### config.mk
export PLATFORM = sky130hd
export DESIGN_NAME = t1_payload_loop_tx
export DESIGN_NICKNAME = d
export VERILOG_FILES = /design/src/rtl/t1lb_pkg.sv /design/src/rtl/t1lb_pos_ctr.sv /design/src/rtl/t1lb_crc6.sv /design/src/rtl/t1lb_fbit_gen.sv /design/src/rtl/t1lb_line_enc.sv /design/src/rtl/t1_payload_loop_tx.sv
export SDC_FILE = /design/constraint.sdc
export NUM_CORES = 1
export LEC_CHECK = 0
export BUFFER_PORTS_ARGS = -buffer_cell sky130_fd_sc_hd__buf_2
export CORE_MARGIN = 1.5
export CORE_UTILIZATION = 40
export CTS_CLUSTER_SIZE = 16
export DETAILED_ROUTE_END_ITERATION = 10
export GPL_ROUTABILITY_DRIVEN = 1
export PLACE_DENSITY = 0.54
export REMOVE_ABC_BUFFERS = 1
export SYNTH_ARGS = -nofsm -noshare
export SYNTH_HDL_FRONTEND = slang
export SYNTH_SLANG_ARGS = --single-unit
### constraint.sdc
create_clock -name clk -period 6.1 [get_ports clk]
set_input_delay 0.915 -clock clk [delete_from_list [all_inputs] [get_ports clk]]
set_output_delay 0.915 -clock clk [all_outputs]
set_load 0.005 [all_outputs]
### src/rtl/t1lb_pkg.sv
package t1lb_pkg;
  localparam int unsigned CRC_W = 6;
  localparam logic [CRC_W-1:0] CRC_POLY = 6'b000011;
  localparam logic [11:0] D4_SEQ  = 12'b100011011100;
  localparam logic [5:0]  FPS_SEQ = 6'b001011;

  // one serial CRC-6 step, highest degree in the top bit
  function automatic logic [CRC_W-1:0] crc6_next(input logic [CRC_W-1:0] c, input logic d);
    logic fb;
    fb = c[CRC_W-1] ^ d;
    return {c[CRC_W-2:0], 1'b0} ^ (fb ? CRC_POLY : '0);
  endfunction

  function automatic logic d4_fbit(input logic [3:0] idx);
    return D4_SEQ[4'd11 - idx];
  endfunction

  function automatic logic fps_bit(input logic [2:0] idx);
    return FPS_SEQ[3'd5 - idx];
  endfunction

  function automatic logic crc_pick(input logic [CRC_W-1:0] c, input logic [2:0] idx);
    return c[3'd5 - idx];
  endfunction
endpackage

### src/rtl/t1lb_pos_ctr.sv
module t1lb_pos_ctr #(
  parameter int PAYLOAD_BITS = 192,
  parameter int ESF_FRAMES   = 24,
  parameter int D4_FRAMES    = 12,
  localparam int POS_W = $clog2(PAYLOAD_BITS + 1),
  localparam int FRM_W = $clog2(ESF_FRAMES)
) (
  input  logic             clk,
  input  logic             rst_n,
  input  logic             adv,
  input  logic             loop_en,
  input  logic             esf_sel,
  input  logic             rx_frame_strobe,
  output logic [POS_W-1:0] bit_pos,
  output logic [FRM_W-1:0] frm_idx,
  output logic             is_fbit,
  output logic             mf_start
);
  logic [FRM_W-1:0] frm_last;

  always_comb begin
    is_fbit  = loop_en ? rx_frame_strobe : (bit_pos == '0);
    mf_start = is_fbit && (frm_idx == '0);
    frm_last = esf_sel ? FRM_W'(ESF_FRAMES - 1) : FRM_W'(D4_FRAMES - 1);
  end

  always_ff @(posedge clk or negedge rst_n) begin
    if (!rst_n) begin
      bit_pos <= '0;
      frm_idx <= '0;
    end else if (adv) begin
      if (is_fbit) begin
        bit_pos <= POS_W'(1);
        frm_idx <= (frm_idx >= frm_last) ? '0 : frm_idx + 1'b1;
      end else begin
        bit_pos <= (bit_pos == POS_W'(PAYLOAD_BITS)) ? '0 : bit_pos + 1'b1;
      end
    end
  end
endmodule

### src/rtl/t1lb_crc6.sv
module t1lb_crc6
  import t1lb_pkg::*;
(
  input  logic             clk,
  input  logic             rst_n,
  input  logic             pay_en,
  input  logic             pay_bit,
  input  logic             latch,
  output logic [CRC_W-1:0] crc_prev
);
  logic [CRC_W-1:0] acc;

  always_ff @(posedge clk or negedge rst_n) begin
    if (!rst_n) begin
      acc      <= '0;
      crc_prev <= '0;
    end else if (latch) begin
      crc_prev <= acc;
      acc      <= '0;
    end else if (pay_en) begin
      acc <= crc6_next(acc, pay_bit);
    end
  end
endmodule

### src/rtl/t1lb_fbit_gen.sv
module t1lb_fbit_gen
  import t1lb_pkg::*;
#(
  parameter int D4_FRAMES = 12,
  parameter int FRM_W     = 5
) (
  input  logic             esf_sel,
  input  logic [FRM_W-1:0] frm_idx,
  input  logic [CRC_W-1:0] crc_prev,
  input  logic             fdl_bit,
  output logic             fbit
);
  logic [FRM_W-1:0] d4_idx;
  logic [2:0]       grp;

  always_comb begin
    d4_idx = (frm_idx >= FRM_W'(D4_FRAMES)) ? frm_idx - FRM_W'(D4_FRAMES) : frm_idx;
    grp    = 3'(frm_idx >> 2);
    if (!esf_sel) begin
      fbit = d4_fbit(d4_idx[3:0]);
    end else begin
      case (frm_idx[1:0])
        2'd3:    fbit = fps_bit(grp);
        2'd1:    fbit = crc_pick(crc_prev, grp);
        default: fbit = fdl_bit;
      endcase
    end
  end
endmodule

### src/rtl/t1lb_line_enc.sv
module t1lb_line_enc (
  input  logic clk,
  input  logic rst_n,
  input  logic adv,
  input  logic data_bit,
  input  logic nrz_sel,
  input  logic ch_start,
  output logic line_pos,
  output logic line_neg,
  output logic line_stb,
  output logic ch_clk
);
  logic next_neg;

  always_ff @(posedge clk or negedge rst_n) begin
    if (!rst_n) begin
      line_pos <= 1'b0;
      line_neg <= 1'b0;
      line_stb <= 1'b0;
      ch_clk   <= 1'b0;
      next_neg <= 1'b0;
    end else if (adv) begin
      line_stb <= 1'b1;
      ch_clk   <= ch_start;
      if (nrz_sel) begin
        line_pos <= data_bit;
        line_neg <= 1'b0;
      end else if (data_bit) begin
        line_pos <= !next_neg;
        line_neg <= next_neg;
        next_neg <= !next_neg;
      end else begin
        line_pos <= 1'b0;
        line_neg <= 1'b0;
      end
    end else begin
      line_stb <= 1'b0;
      ch_clk   <= 1'b0;
    end
  end
endmodule

### src/rtl/t1_payload_loop_tx.sv
module t1_payload_loop_tx
  import t1lb_pkg::*;
#(
  parameter int PAYLOAD_BITS = 192,
  parameter int CH_BITS      = 8,
  parameter int ESF_FRAMES   = 24,
  parameter int D4_FRAMES    = 12
) (
  input  logic clk,
  input  logic rst_n,
  input  logic loop_en,
  input  logic esf_sel,
  input  logic nrz_sel,
  input  logic tx_bit_en,
  input  logic tx_ser,
  input  logic fdl_bit,
  input  logic rx_bit_en,
  input  logic rx_frame_strobe,
  input  logic rx_pos,
  input  logic rx_neg,
  output logic line_pos,
  output logic line_neg,
  output logic line_stb,
  output logic ch_clk
);
  localparam int POS_W = $clog2(PAYLOAD_BITS + 1);
  localparam int FRM_W = $clog2(ESF_FRAMES);

  // named internal events
  logic             adv;
  logic             is_fbit;
  logic             mf_start;
  logic             mark_lb;
  logic             pay_bit;
  logic             fbit;
  logic             data_bit;
  logic             ch_start;
  logic [POS_W-1:0] bit_pos;
  logic [FRM_W-1:0] frm_idx;
  logic [CRC_W-1:0] crc_prev;

  always_comb begin
    adv      = loop_en ? rx_bit_en : tx_bit_en;
    mark_lb  = rx_pos | rx_neg;
    pay_bit  = loop_en ? mark_lb : tx_ser;
    data_bit = is_fbit ? fbit : pay_bit;
    ch_start = !loop_en && !is_fbit &&
               (((bit_pos - POS_W'(1)) % POS_W'(CH_BITS)) == '0);
  end

  t1lb_pos_ctr #(
    .PAYLOAD_BITS(PAYLOAD_BITS),
    .ESF_FRAMES  (ESF_FRAMES),
    .D4_FRAMES   (D4_FRAMES)
  ) u_pos (
    .clk            (clk),
    .rst_n          (rst_n),
    .adv            (adv),
    .loop_en        (loop_en),
    .esf_sel        (esf_sel),
    .rx_frame_strobe(rx_frame_strobe),
    .bit_pos        (bit_pos),
    .frm_idx        (frm_idx),
    .is_fbit        (is_fbit),
    .mf_start       (mf_start)
  );

  t1lb_crc6 u_crc (
    .clk     (clk),
    .rst_n   (rst_n),
    .pay_en  (adv && !is_fbit),
    .pay_bit (pay_bit),
    .latch   (adv && mf_start),
    .crc_prev(crc_prev)
  );

  t1lb_fbit_gen #(
    .D4_FRAMES(D4_FRAMES),
    .FRM_W    (FRM_W)
  ) u_fbit (
    .esf_sel (esf_sel),
    .frm_idx (frm_idx),
    .crc_prev(crc_prev),
    .fdl_bit (fdl_bit),
    .fbit    (fbit)
  );

  t1lb_line_enc u_enc (
    .clk     (clk),
    .rst_n   (rst_n),
    .adv     (adv),
    .data_bit(data_bit),
    .nrz_sel (nrz_sel),
    .ch_start(ch_start),
    .line_pos(line_pos),
    .line_neg(line_neg),
    .line_stb(line_stb),
    .ch_clk  (ch_clk)
  );
endmodule

==> results of run 1 <==
==> synthesized netlist by cell type (all sizes together), types with 4 or more instances <==
| cell type | count |
|---|---|
| o22ai | 4 |
| mux2 | 7 |
| inv | 10 |
| xnor2 | 5 |
| and3 | 6 |
| nand3 | 4 |
| ha | 14 |
| dfrtp | 30 |
| a21oi | 7 |
| a21o | 4 |
| nor2 | 12 |
| nand2b | 4 |
| nand2 | 27 |
| o21ai | 21 |
==> metrics by stage <==
step | total power, W | instances
global route | 0.000886 | 259
finish | 0.000818 | 259
floorplan | 0.000568 | 184
detailed placement | 0.000657 | 251
global placement | 0.000643 | 251
CTS | 0.000822 | 259
==> power groups by stage <==
stage / clock, W / combinational, W / sequential (W)
floorplan: 0 / 0.000249 / 0.000319
global placement: 0 / 0.000306 / 0.000338
detailed placement: 0 / 0.000316 / 0.000341
CTS: 0.000166 / 0.000319 / 0.000337
global route: 0.000178 / 0.000360 / 0.000349
finish: 0.000162 / 0.000319 / 0.000337
==> flip-flops by register name (all words and copies together), names as in the netlist <==
register        cells
u_pos.bit_pos       8
u_enc.next_neg      1
u_enc.line_neg      1
u_enc.ch_clk        1
u_enc.line_pos      1
u_pos.frm_idx       5
u_crc.acc           6
u_crc.crc_prev      6
u_enc.line_stb      1
==> worst max-delay path by stage <==
stage,end,cells after the start
4_1_cts,u_pos.bit_pos[2],9
2_1_floorplan,u_pos.bit_pos[5],8
3_5_place_dp,u_pos.bit_pos[2],9
5_1_grt,u_pos.bit_pos[6],9
3_3_place_gp,u_pos.bit_pos[6],9
6_report,u_pos.bit_pos[2],9
==> routing by layer <==
metal / vias up / part of all wire [%] / global-route usage (%)
met5: - / 0 / 0
met4: 0 / 2.0 / 6.92
met3: 11 / 2.5 / 3.99
met2: 21 / 49 / 26.8
met1: 708 / 46 / 19.3
li1: 704 / - / -
==> critical path, delay by kind of cell <==
kind,cells,cell delay (ns)
AO/OA/AOI/OAI,5,1.60
buffers and inverters,2,0.61
AND/OR/NAND/NOR,2,0.18
==> kinds of logic after synthesis <==
kind of cell / count (synthesis)
mux: 9
flops: 30
simple gates: 66
buf+inv: 16
compound gates: 49
xor+xnor: 5
fa+ha+maj: 14
==> cells in the final DEF, fill, tap and decap left out, types with 2 or more instances in the layout <==
cell type,count
dfrtp_1,30
nand2_1,26
o21ai_0,21
buf_2,15
ha_1,14
nor2_1,12
inv_1,10
a21oi_1,7
clkbuf_8,6
xnor2_1,5
and3_1,4
nand2b_1,4
o22ai_1,4
mux2_4,4
nand3_1,4
a21o_1,4
mux2_2,3
nand4_1,3
nor2b_1,2
a31o_2,2
nor3b_1,2
a221o_1,2
and3_2,2
a31oi_1,2
==> final cells by class <==
class / count / area (um2)
clock inverters: 1 / 5.00
repair buffers: 15 / 75.1
multi-input cells: 143 / 1010
inverters: 11 / 41.3
clock buffers: 7 / 86.3
fillers: 418 / 2350
well taps: 52 / 65.1
flip-flops and latches: 30 / 751
==> flow_summary.toml, run 1 <==
[run_status]
status = "complete, no violations"

[place]
post_dp_cell_area_mm2 = 0.00194
gp_routability_congestion = 0.794
dp_worst_setup_slack_ns = 2.71
place.detailed.hpwl_um = 2850
io_buffers = 15

[grt]
grt_usage_pct = 15.9
first_pass_grt_wire_length_um = 6330
antenna_found_initial = 0
grt_start_max_net_pins = 31
first_global_vias = 1448
grt_remaining_overflow = 0

[finish]
layout-area-overhead-vs-synth_pct = 11.0
post_route_cells_drive_above_1_share_pct = 19.3
finalNetCount = 232
layout.core_utilization_pct = 46.4
postLayoutCellArea_mm2 = 0.00203
num_antenna_cells = 0

[critical_path]
cp_cell_sequence = "buf_2, nor2b_1, a21oi_1, clkinv_1, o311ai_2, a31o_2, nor2_1, o21ai_0, o21ai_0"
r2r.worst_path.cells = 7
critPathLaunchType = "primary input"
slowest_delay_ns = 0.70
cpMaxStageDelayCell = "a21oi_1"
arrival_ns = 3.31
ff2ff_setup_slack_ns = 3.22
worst_setup_path_startpoint = "tx_bit_en"
criticalPathCategory = "primary input to flip-flop"
crit_fanout = 13
r2r_start = "u_pos.bit_pos[0]"
cp_data_required_time_ns = 6.24
cp_common_cell = "o21ai_0"
worstReg2RegEnd = "u_crc.crc_prev[0]"
crit_path_end_kind = "flip-flop"

[logic_synthesis]
synth_simple_gate_area_share_pct = 18.6
synth-adder-area-share_pct = 9.56
synth.lib_cells_used.distinct = 42
synthMuxAreaShare_pct = 6.89
synth_ff_type = "dfrtp_1"
synth_top_cells_by_area = "dfrtp_1 41%, ha_1 9.6%, o21ai_0 5.7%, nand2_1 5.3%, mux2_4 3.3%"
yosysSeqAreaShare_pct = 41.0
post_synth_instance_area_mm2 = 0.00183
synth_compound_area_share_pct = 17.7
postSynthRegisterBits = 30
cell_taking_the_most_area_after_synthesis = "dfrtp_1"
synthArstFlopShare_pct = 100
post_synthesis_cell_count = 189
synth-edff-count = 0
syn_area_per_cell_um2 = 9.70
synth_xor_xnor_area_share_pct = 2.39
synth.yosys.warnings = 0
largest_family_of_logic_cells_by_synthesized_area = "simple AND/OR/NAND/NOR gates"
netlist.area_leader.share_pct = 41.0

[pwr]
vdd_ir_drop_max_uv = 143
leakage_dissipation_nw = 0.950
pwr-share-seq_pct = 41.2
combinational_share_of_power_pct = 39.0
internal_power_w = 0.000508
cellPowerDensity_mw_per_mm2 = 402
sw_frac_of_total_pct = 37.9
switching_component_of_the_power_w = 0.000310
clockPowerShare_pct = 19.8

[timing]
hold_viol = 0
final.setup_skew_ns = 0.00455
setup_repair_after_global_routing_missed_its_margin = "no"
layout_setup_ws_ns = 2.93
max_slew_margin_pct = 39.7
max_freq_mhz = 315
finalWorstPathRequiredPeriod_ns = 3.17
setup_tns_ns = 0
hold_ws_ns = 0.475
finalMaxSlewViolations = 0
worst-slew-pin-transition_ns = 0.904
report.final.setup_viol = 0
min_period_over_period_pct = 52.0

[drt]
drc_errors = 0
routed_wire_length_per_instance_um = 14.7
route.final.wire_length_um = 3800
ant_nets = 0
number_of_drc_markers_after_the_initial_detailed_route_iteration = 57
number_of_detailed_route_iterations_in_the_first_pass = 4
via_count = 1444
post_drt_via_cell_ratio = 5.58

[floorplanning]
floorplan.initialDensity_pct = 41.8
die-width_um = 70.7
core_mm2 = 0.00438
die_height_um = 70.7
design.die.area_mm2 = 0.00500
fp-row-count = 24
pin_count = 16

[run]
maxCapViolations = 0

[clock_network]
worstSkewPairLatency_ns = 0.28
cts_made_buffers = 5
cts_post_setup_buffers_inserted = 0
tritoncts = "built"
cts_repair_resize_count = 0
cts-root-buf = "clkbuf_8"
clock_pin_slew_reported_for_the_worst_setup_and_hold_paths_after_clock_tree_synthesis_ns = 0.06
clock_sinks = 30
cts.path.max_buffers = 2
cts_hold_repair.buffers = 0
htree_levels = 2

[min_path]
hold-path-endpoint = "u_enc.next_neg"
min_delay_path_depth = 1
hold_path_startpoint = "u_enc.next_neg"
timing.hold.worst.class = "flip-flop to flip-flop"
Power figures use the tool's default switching activity.
==> inputs of run 2 (changes only) <==
--- a/config.mk
+++ b/config.mk
@@ -5,13 +5,14 @@
 export SDC_FILE = /design/constraint.sdc
 export NUM_CORES = 1
 export LEC_CHECK = 0
+export ABC_AREA = 1
 export BUFFER_PORTS_ARGS = -buffer_cell sky130_fd_sc_hd__buf_2
 export CORE_MARGIN = 1.5
 export CORE_UTILIZATION = 40
 export CTS_CLUSTER_SIZE = 16
 export DETAILED_ROUTE_END_ITERATION = 10
 export GPL_ROUTABILITY_DRIVEN = 1
-export PLACE_DENSITY = 0.54
+export PLACE_DENSITY = 0.56
 export REMOVE_ABC_BUFFERS = 1
 export SYNTH_ARGS = -nofsm -noshare
 export SYNTH_HDL_FRONTEND = slang
==> constraint.sdc (replaced) <==
create_clock -name clk -period 2.9 [get_ports clk]
set_input_delay 0.435 -clock clk [delete_from_list [all_inputs] [get_ports clk]]
set_output_delay 0.435 -clock clk [all_outputs]
set_load 0.005 [all_outputs]
==> flow_summary.toml, run 2 <==
[finish]
fillCellCount = 439
layout.cells.most_common = "nand2_1"
regMostFlops = "u_pos.bit_pos"
finalNetCount = 264
largest_reg_flops = 8
most-common-layout-cells = "44 x nand2_1, 30 x dfrtp_1, 28 x inv_1"
stdcell_count = 291
layout-area-overhead-vs-synth_pct = 11.9
post_route_cells_drive_above_1_share_pct = 18.4
num_antenna_cells = 0
largest_regs = "u_pos.bit_pos: 8 flops, u_crc.acc: 6 flops, u_crc.crc_prev: 6 flops"

[clock_network]
clock_sinks = 30
tritoncts = "built"
cts_repair_resize_count = 0
clock_pin_slew_reported_for_the_worst_setup_and_hold_paths_after_clock_tree_synthesis_ns = 0.07
cts_post_setup_buffers_inserted = 0
htree_levels = 2
cts_hold_repair.buffers = 0
cts.path.max_buffers = 2
cts-root-buf = "clkbuf_8"
worstSkewPairLatency_ns = 0.29
cts_made_buffers = 5

[timing]
setup_tns_ns = 0
finalWorstPathRequiredPeriod_ns = 2.01
max_slew_margin_pct = 55.4
final.setup_skew_ns = 0.00538
hold_ws_ns = 0.176
finalMaxSlewViolations = 0
setup_repair_after_global_routing_missed_its_margin = "no"
min_period_over_period_pct = 69.5
hold_viol = 0
max_freq_mhz = 496
report.final.setup_viol = 0
worst-slew-pin-transition_ns = 0.669

[pwr]
leakage_dissipation_nw = 1.01
internal_power_w = 0.00106
cellPowerDensity_mw_per_mm2 = 909
sw_frac_of_total_pct = 42.9
report.power.total_w = 0.00186
pwr-share-seq_pct = 36.8
clockPowerShare_pct = 19.2
vdd_ir_drop_max_uv = 404
combinational_share_of_power_pct = 44.0
switching_component_of_the_power_w = 0.000796

[logic_synthesis]
yosysSeqAreaShare_pct = 41.1
syn_area_per_cell_um2 = 8.37
cell_taking_the_most_area_after_synthesis = "dfrtp_1"
synth_ff_type = "dfrtp_1"
synth.yosys.warnings = 0
synth.lib_cells_used.distinct = 28
synthArstFlopShare_pct = 100
yosys.cell_count.top_type = "nand2_1"
synth_top_cells_by_area = "dfrtp_1 41%, ha_1 9.6%, nand2_1 9.0%, inv_1 5.8%, nand3_1 5.8%"
post_synthesis_cell_count = 218
yosys-top-cells-count = "44 x nand2_1, 30 x dfrtp_1, 28 x inv_1"
postSynthRegisterBits = 30
synth-edff-count = 0
post_synth_instance_area_mm2 = 0.00183
netlist.area_leader.share_pct = 41.1

[floorplanning]
fp-row-count = 24
design.die.area_mm2 = 0.00498
die-width_um = 70.6
die_height_um = 70.6
pin_count = 16
floorplan.initialDensity_pct = 41.6
core_mm2 = 0.00438

[grt]
grt_remaining_overflow = 0
grt_usage_pct = 16.2
first_global_vias = 1416
grt_start_max_net_pins = 31
first_pass_grt_wire_length_um = 6380
antenna_found_initial = 0

[critical_path]
crit_fanout = 11
arrival_ns = 2.20
ff2ff_setup_slack_ns = 0.89
r2r.worst_path.cells = 13
r2r_start = "u_pos.frm_idx[2]"
worstReg2RegEnd = "u_enc.next_neg"
worst_setup_path_startpoint = "u_pos.frm_idx[2]"
cp_data_required_time_ns = 3.08
critPathLaunchType = "flip-flop"
criticalPathCategory = "flip-flop to flip-flop"
crit_path_end_kind = "flip-flop"

[place]
post-place-cells = 283
gp_routability_congestion = 0.794
io_buffers = 15
place.detailed.hpwl_um = 2700

[drt]
drc_errors = 0
routed_wire_length_per_instance_um = 12.5
via_count = 1432
post_drt_via_cell_ratio = 4.92
number_of_detailed_route_iterations_in_the_first_pass = 4
ant_nets = 0
number_of_drc_markers_after_the_initial_detailed_route_iteration = 67
route.final.wire_length_um = 3650

[run_status]
status = "complete, no violations"

[run]
maxCapViolations = 0

[min_path]
timing.hold.worst.class = "primary input to async pin"
[run 2: changes by cell type in the layout (fill, tap and decap cells not counted), sizes merged, moves of 7 or more]
cell | before | now
nand3 | 4 | 21
mux2 | 7 | 0
inv | 10 | 32
nand2 | 27 | 51
o22ai | 4 | 12
xor2 | 0 | 7
[run 2: worst max-delay path by stage]
stage                endpoint  cells after the start
6_report       u_enc.next_neg                     13
5_1_grt        u_enc.line_neg                     12
4_1_cts        u_enc.next_neg                     13
3_5_place_dp   u_enc.next_neg                     13
3_3_place_gp   u_enc.next_neg                     13
2_1_floorplan  u_enc.next_neg                     13
[run 2: critical path: stages (launching register included)]
cell,delay [ns]
dfrtp_1,0.63
inv_2,0.18
ha_1,0.35
inv_1,0.04
nand2_1,0.06
nand3_1,0.08
nand2_1,0.09
nand2_1,0.05
nand3_1,0.08
nand2_1,0.06
nand2_1,0.12
nand2_1,0.06
nand2_1,0.05
nand2_1,0.04
[run 2: power by group through the flow]
stage               registers [W]  logic (W)  clock network (W)
global route             0.000703   0.000946           0.000391
CTS                      0.000683   0.000819           0.000369
detailed placement       0.000690   0.000814                  0
finish                   0.000684   0.000816           0.000356
floorplan                0.000658   0.000645                  0
global placement         0.000691   0.000818                  0
[run 2: through the flow]
stage / util [%] / setup slack [ns] / cell area, um2
after floorplan: - / 1.23 / 1810
after detailed placement: 44.4 / 0.929 / 1950
after global routing: 46.6 / 0.732 / 2040
after global placement: 44.4 / 0.931 / 1950
final: 46.6 / 0.885 / 2040
after CTS: 46.6 / 0.893 / 2040
[run 2: kinds of logic (layout without fill, tap and decap cells)]
| family | count (synthesis) | after routing | share of synthesized area [%] |
|---|---|---|---|
| AO/OA/AOI/OAI | 38 | 38 | 14.1 |
| XOR/XNOR | 8 | 8 | 3.84 |
| adder cells (fa/ha/maj) | 14 | 14 | 9.60 |
| buffers and inverters | 34 | 55 | 7.61 |
| flip-flops | 30 | 30 | 41.1 |
| AND/OR/NAND/NOR | 94 | 94 | 23.8 |
[run 2: final cells by class]
type	count	area, um2	area share (%)
Multi-Input combinational cell	154	936	45.8
Sequential cell	30	751	36.8
Inverter	32	120	5.88
Clock buffer	6	82.6	4.04
Timing Repair Buffer	15	75.1	3.68
Tap cell	52	65.1	3.19
Clock inverter	2	12.5	0.613
[run 2: layer usage]
layer	track usage, %	vias up	wire (um)
met2	25.2	18	1680
li1	-	761	-
met5	0	-	0
met1	21.5	647	1820
met4	5.66	0	47
met3	5.27	6	99
==> inputs of run 3 (changes only) <==
==> constraint.sdc (replaced) <==
create_clock -name clk -period 1.7 [get_ports clk]
set_input_delay 0.255 -clock clk [delete_from_list [all_inputs] [get_ports clk]]
set_output_delay 0.255 -clock clk [all_outputs]
set_load 0.005 [all_outputs]
==> flow_summary.toml, run 3 (synthesis results as in run 2) <==
[floorplanning]
design.die.area_mm2 = 0.00498
die_height_um = 70.6
floorplan.initialDensity_pct = 41.6
fp-row-count = 24
die-width_um = 70.6
pin_count = 16
core_mm2 = 0.00438

[clock_network]
tritoncts = "built"
htree_levels = 2
clock_sinks = 30
cts_hold_repair.buffers = 0
cts-root-buf = "clkbuf_8"
worstSkewPairLatency_ns = 0.28
cts_made_buffers = 5
cts.path.max_buffers = 2
clock_pin_slew_reported_for_the_worst_setup_and_hold_paths_after_clock_tree_synthesis_ns = 0.06

[run_status]
status = "finished, violations left"
failed_checks = "negative setup slack"

[finish]
post_route_cells_drive_above_1_share_pct = 39.8
regMostFlops = "u_pos.bit_pos"
largest_regs = "u_pos.bit_pos: 8 flops, u_crc.acc: 6 flops, u_crc.crc_prev: 6 flops"
layout-area-overhead-vs-synth_pct = 33.4
layout.cells.most_common = "nand2_1"
stdcell_count = 316
layout.core_utilization_pct = 55.6
most-common-layout-cells = "35 x nand2_1, 29 x dfrtp_1, 23 x inv_1"
num_antenna_cells = 0
largest_reg_flops = 8
finalNetCount = 290

[timing]
setup_tns_ns = -0.109
finalWorstPathRequiredPeriod_ns = 1.72
max_slew_margin_pct = 52.5
report.final.setup_viol = 10
final.setup_skew_ns = 0.00561
min_period_over_period_pct = 101
finalMaxSlewViolations = 0
setup_repair_after_global_routing_missed_its_margin = "yes"
layout_setup_ws_ns = -0.0183
worst-slew-pin-transition_ns = 0.713
max_freq_mhz = 582
hold_ws_ns = 0.0166
hold_viol = 0

[drt]
routed_wire_length_per_instance_um = 13.0
met3_wirelength_um = 109
route.final.wire_length_um = 4110
ant_nets = 0
number_of_drc_markers_after_the_initial_detailed_route_iteration = 111
dr_wl_met2_um = 2010
via_count = 1553
number_of_detailed_route_iterations_in_the_first_pass = 4
drc_errors = 0
post_drt_via_cell_ratio = 4.91
highest_layer = "met4"
routedLengthMet1_um = 1900

[critical_path]
arrival_ns = 1.89
r2r.worst_path.cells = 11
criticalPathCategory = "flip-flop to flip-flop"
crit_path_end_kind = "flip-flop"
crit_fanout = 8
critPathLaunchType = "flip-flop"
cp_data_required_time_ns = 1.87

[place]
gp_routability_congestion = 0.848
io_buffers = 15
place.detailed.hpwl_um = 2890
post-place-cells = 304

[pwr]
leakage_dissipation_nw = 1.18
vdd_ir_drop_max_uv = 618
cellPowerDensity_mw_per_mm2 = 1550
report.power.total_w = 0.00379

[grt]
grt_start_max_net_pins = 31
antenna_found_initial = 0
first_pass_grt_wire_length_um = 6490
first_global_vias = 1463
grt_usage_pct = 16.7
grt_remaining_overflow = 0

[run]
maxCapViolations = 0

[min_path]
timing.hold.worst.class = "primary input to async pin"
run 3: changes by cell type in the layout (fill, tap and decap cells not counted), moves of 5 or more:
cell / delta
o22ai_1: -5
nand2_2: +6
nand3_1: -6
buf_6: +5
inv_1: -5
buf_4: +20
nand3_2: +6
nand2_1: -9
inv_2: +5
o21ai_0: -5
run 3: power by group:
part	internal, W	total, W	switching, W
sequential	0.000958	0.00111	0.000151
clock	0.000274	0.000537	0.000263
combinational	0.000926	0.00214	0.00122
run 3: final cells by class:
class	instances	area, um2
clock buffers	5	68.8
clock inverters	2	10.0
fillers	409	1950
inverters	32	120
multi-input cells	155	1140
flip-flops and latches	30	752
well taps	52	65.1
repair buffers	40	282
run 3: final timing paths:
path                                   from          endpoint  slack [ns]
setup reg to reg           u_pos.bit_pos[1]      u_crc.acc[5]       -0.02
hold reg to reg              u_enc.line_pos    u_enc.line_pos        0.48
max in group asynchronous             rst_n  u_pos.frm_idx[3]        1.19
hold / removal                        rst_n    u_enc.line_neg        0.02
min in group clk                    nrz_sel    u_enc.line_neg        0.28
setup / recovery           u_pos.bit_pos[1]      u_crc.acc[5]       -0.02
run 3: per-layer routing:
layer | vias to the layer above | GRT usage, %
met3 | 8 | 4.56
met4 | 0 | 7.13
li1 | 807 | -
met2 | 12 | 26.1
met1 | 726 | 21.8
met5 | - | 0
run 3: timing repair:
item / in CTS / in global routing
gates resized for setup: 5 / 49
setup buffers: 0 / 4
pin swaps: 1 / 13
cloned: 0 / 1
endpoints found under the setup margin: 4 / 26
run 3: per-stage QoR:
step           instance area [um2]  setup slack (ns)
2_1_floorplan                 1810            0.0321
3_3_place_gp                  2100           -0.0741
3_5_place_dp                  2100           -0.0751
4_1_cts                       2200         -0.000607
5_1_grt                       2440            -0.133
6_report                      2440           -0.0183
run 3: critical path, cell delays in order, from the launching register on:
cell and delay [ns]:
dfrtp_1 0.38, inv_2 0.08, ha_4 0.15, nand2_4 0.05
nor2_4 0.10, nand3_2 0.08, nand2_2 0.10, o21ai_4 0.09
nor2_8 0.24, nand2_8 0.12, nand2_8 0.12, o22ai_2 0.07
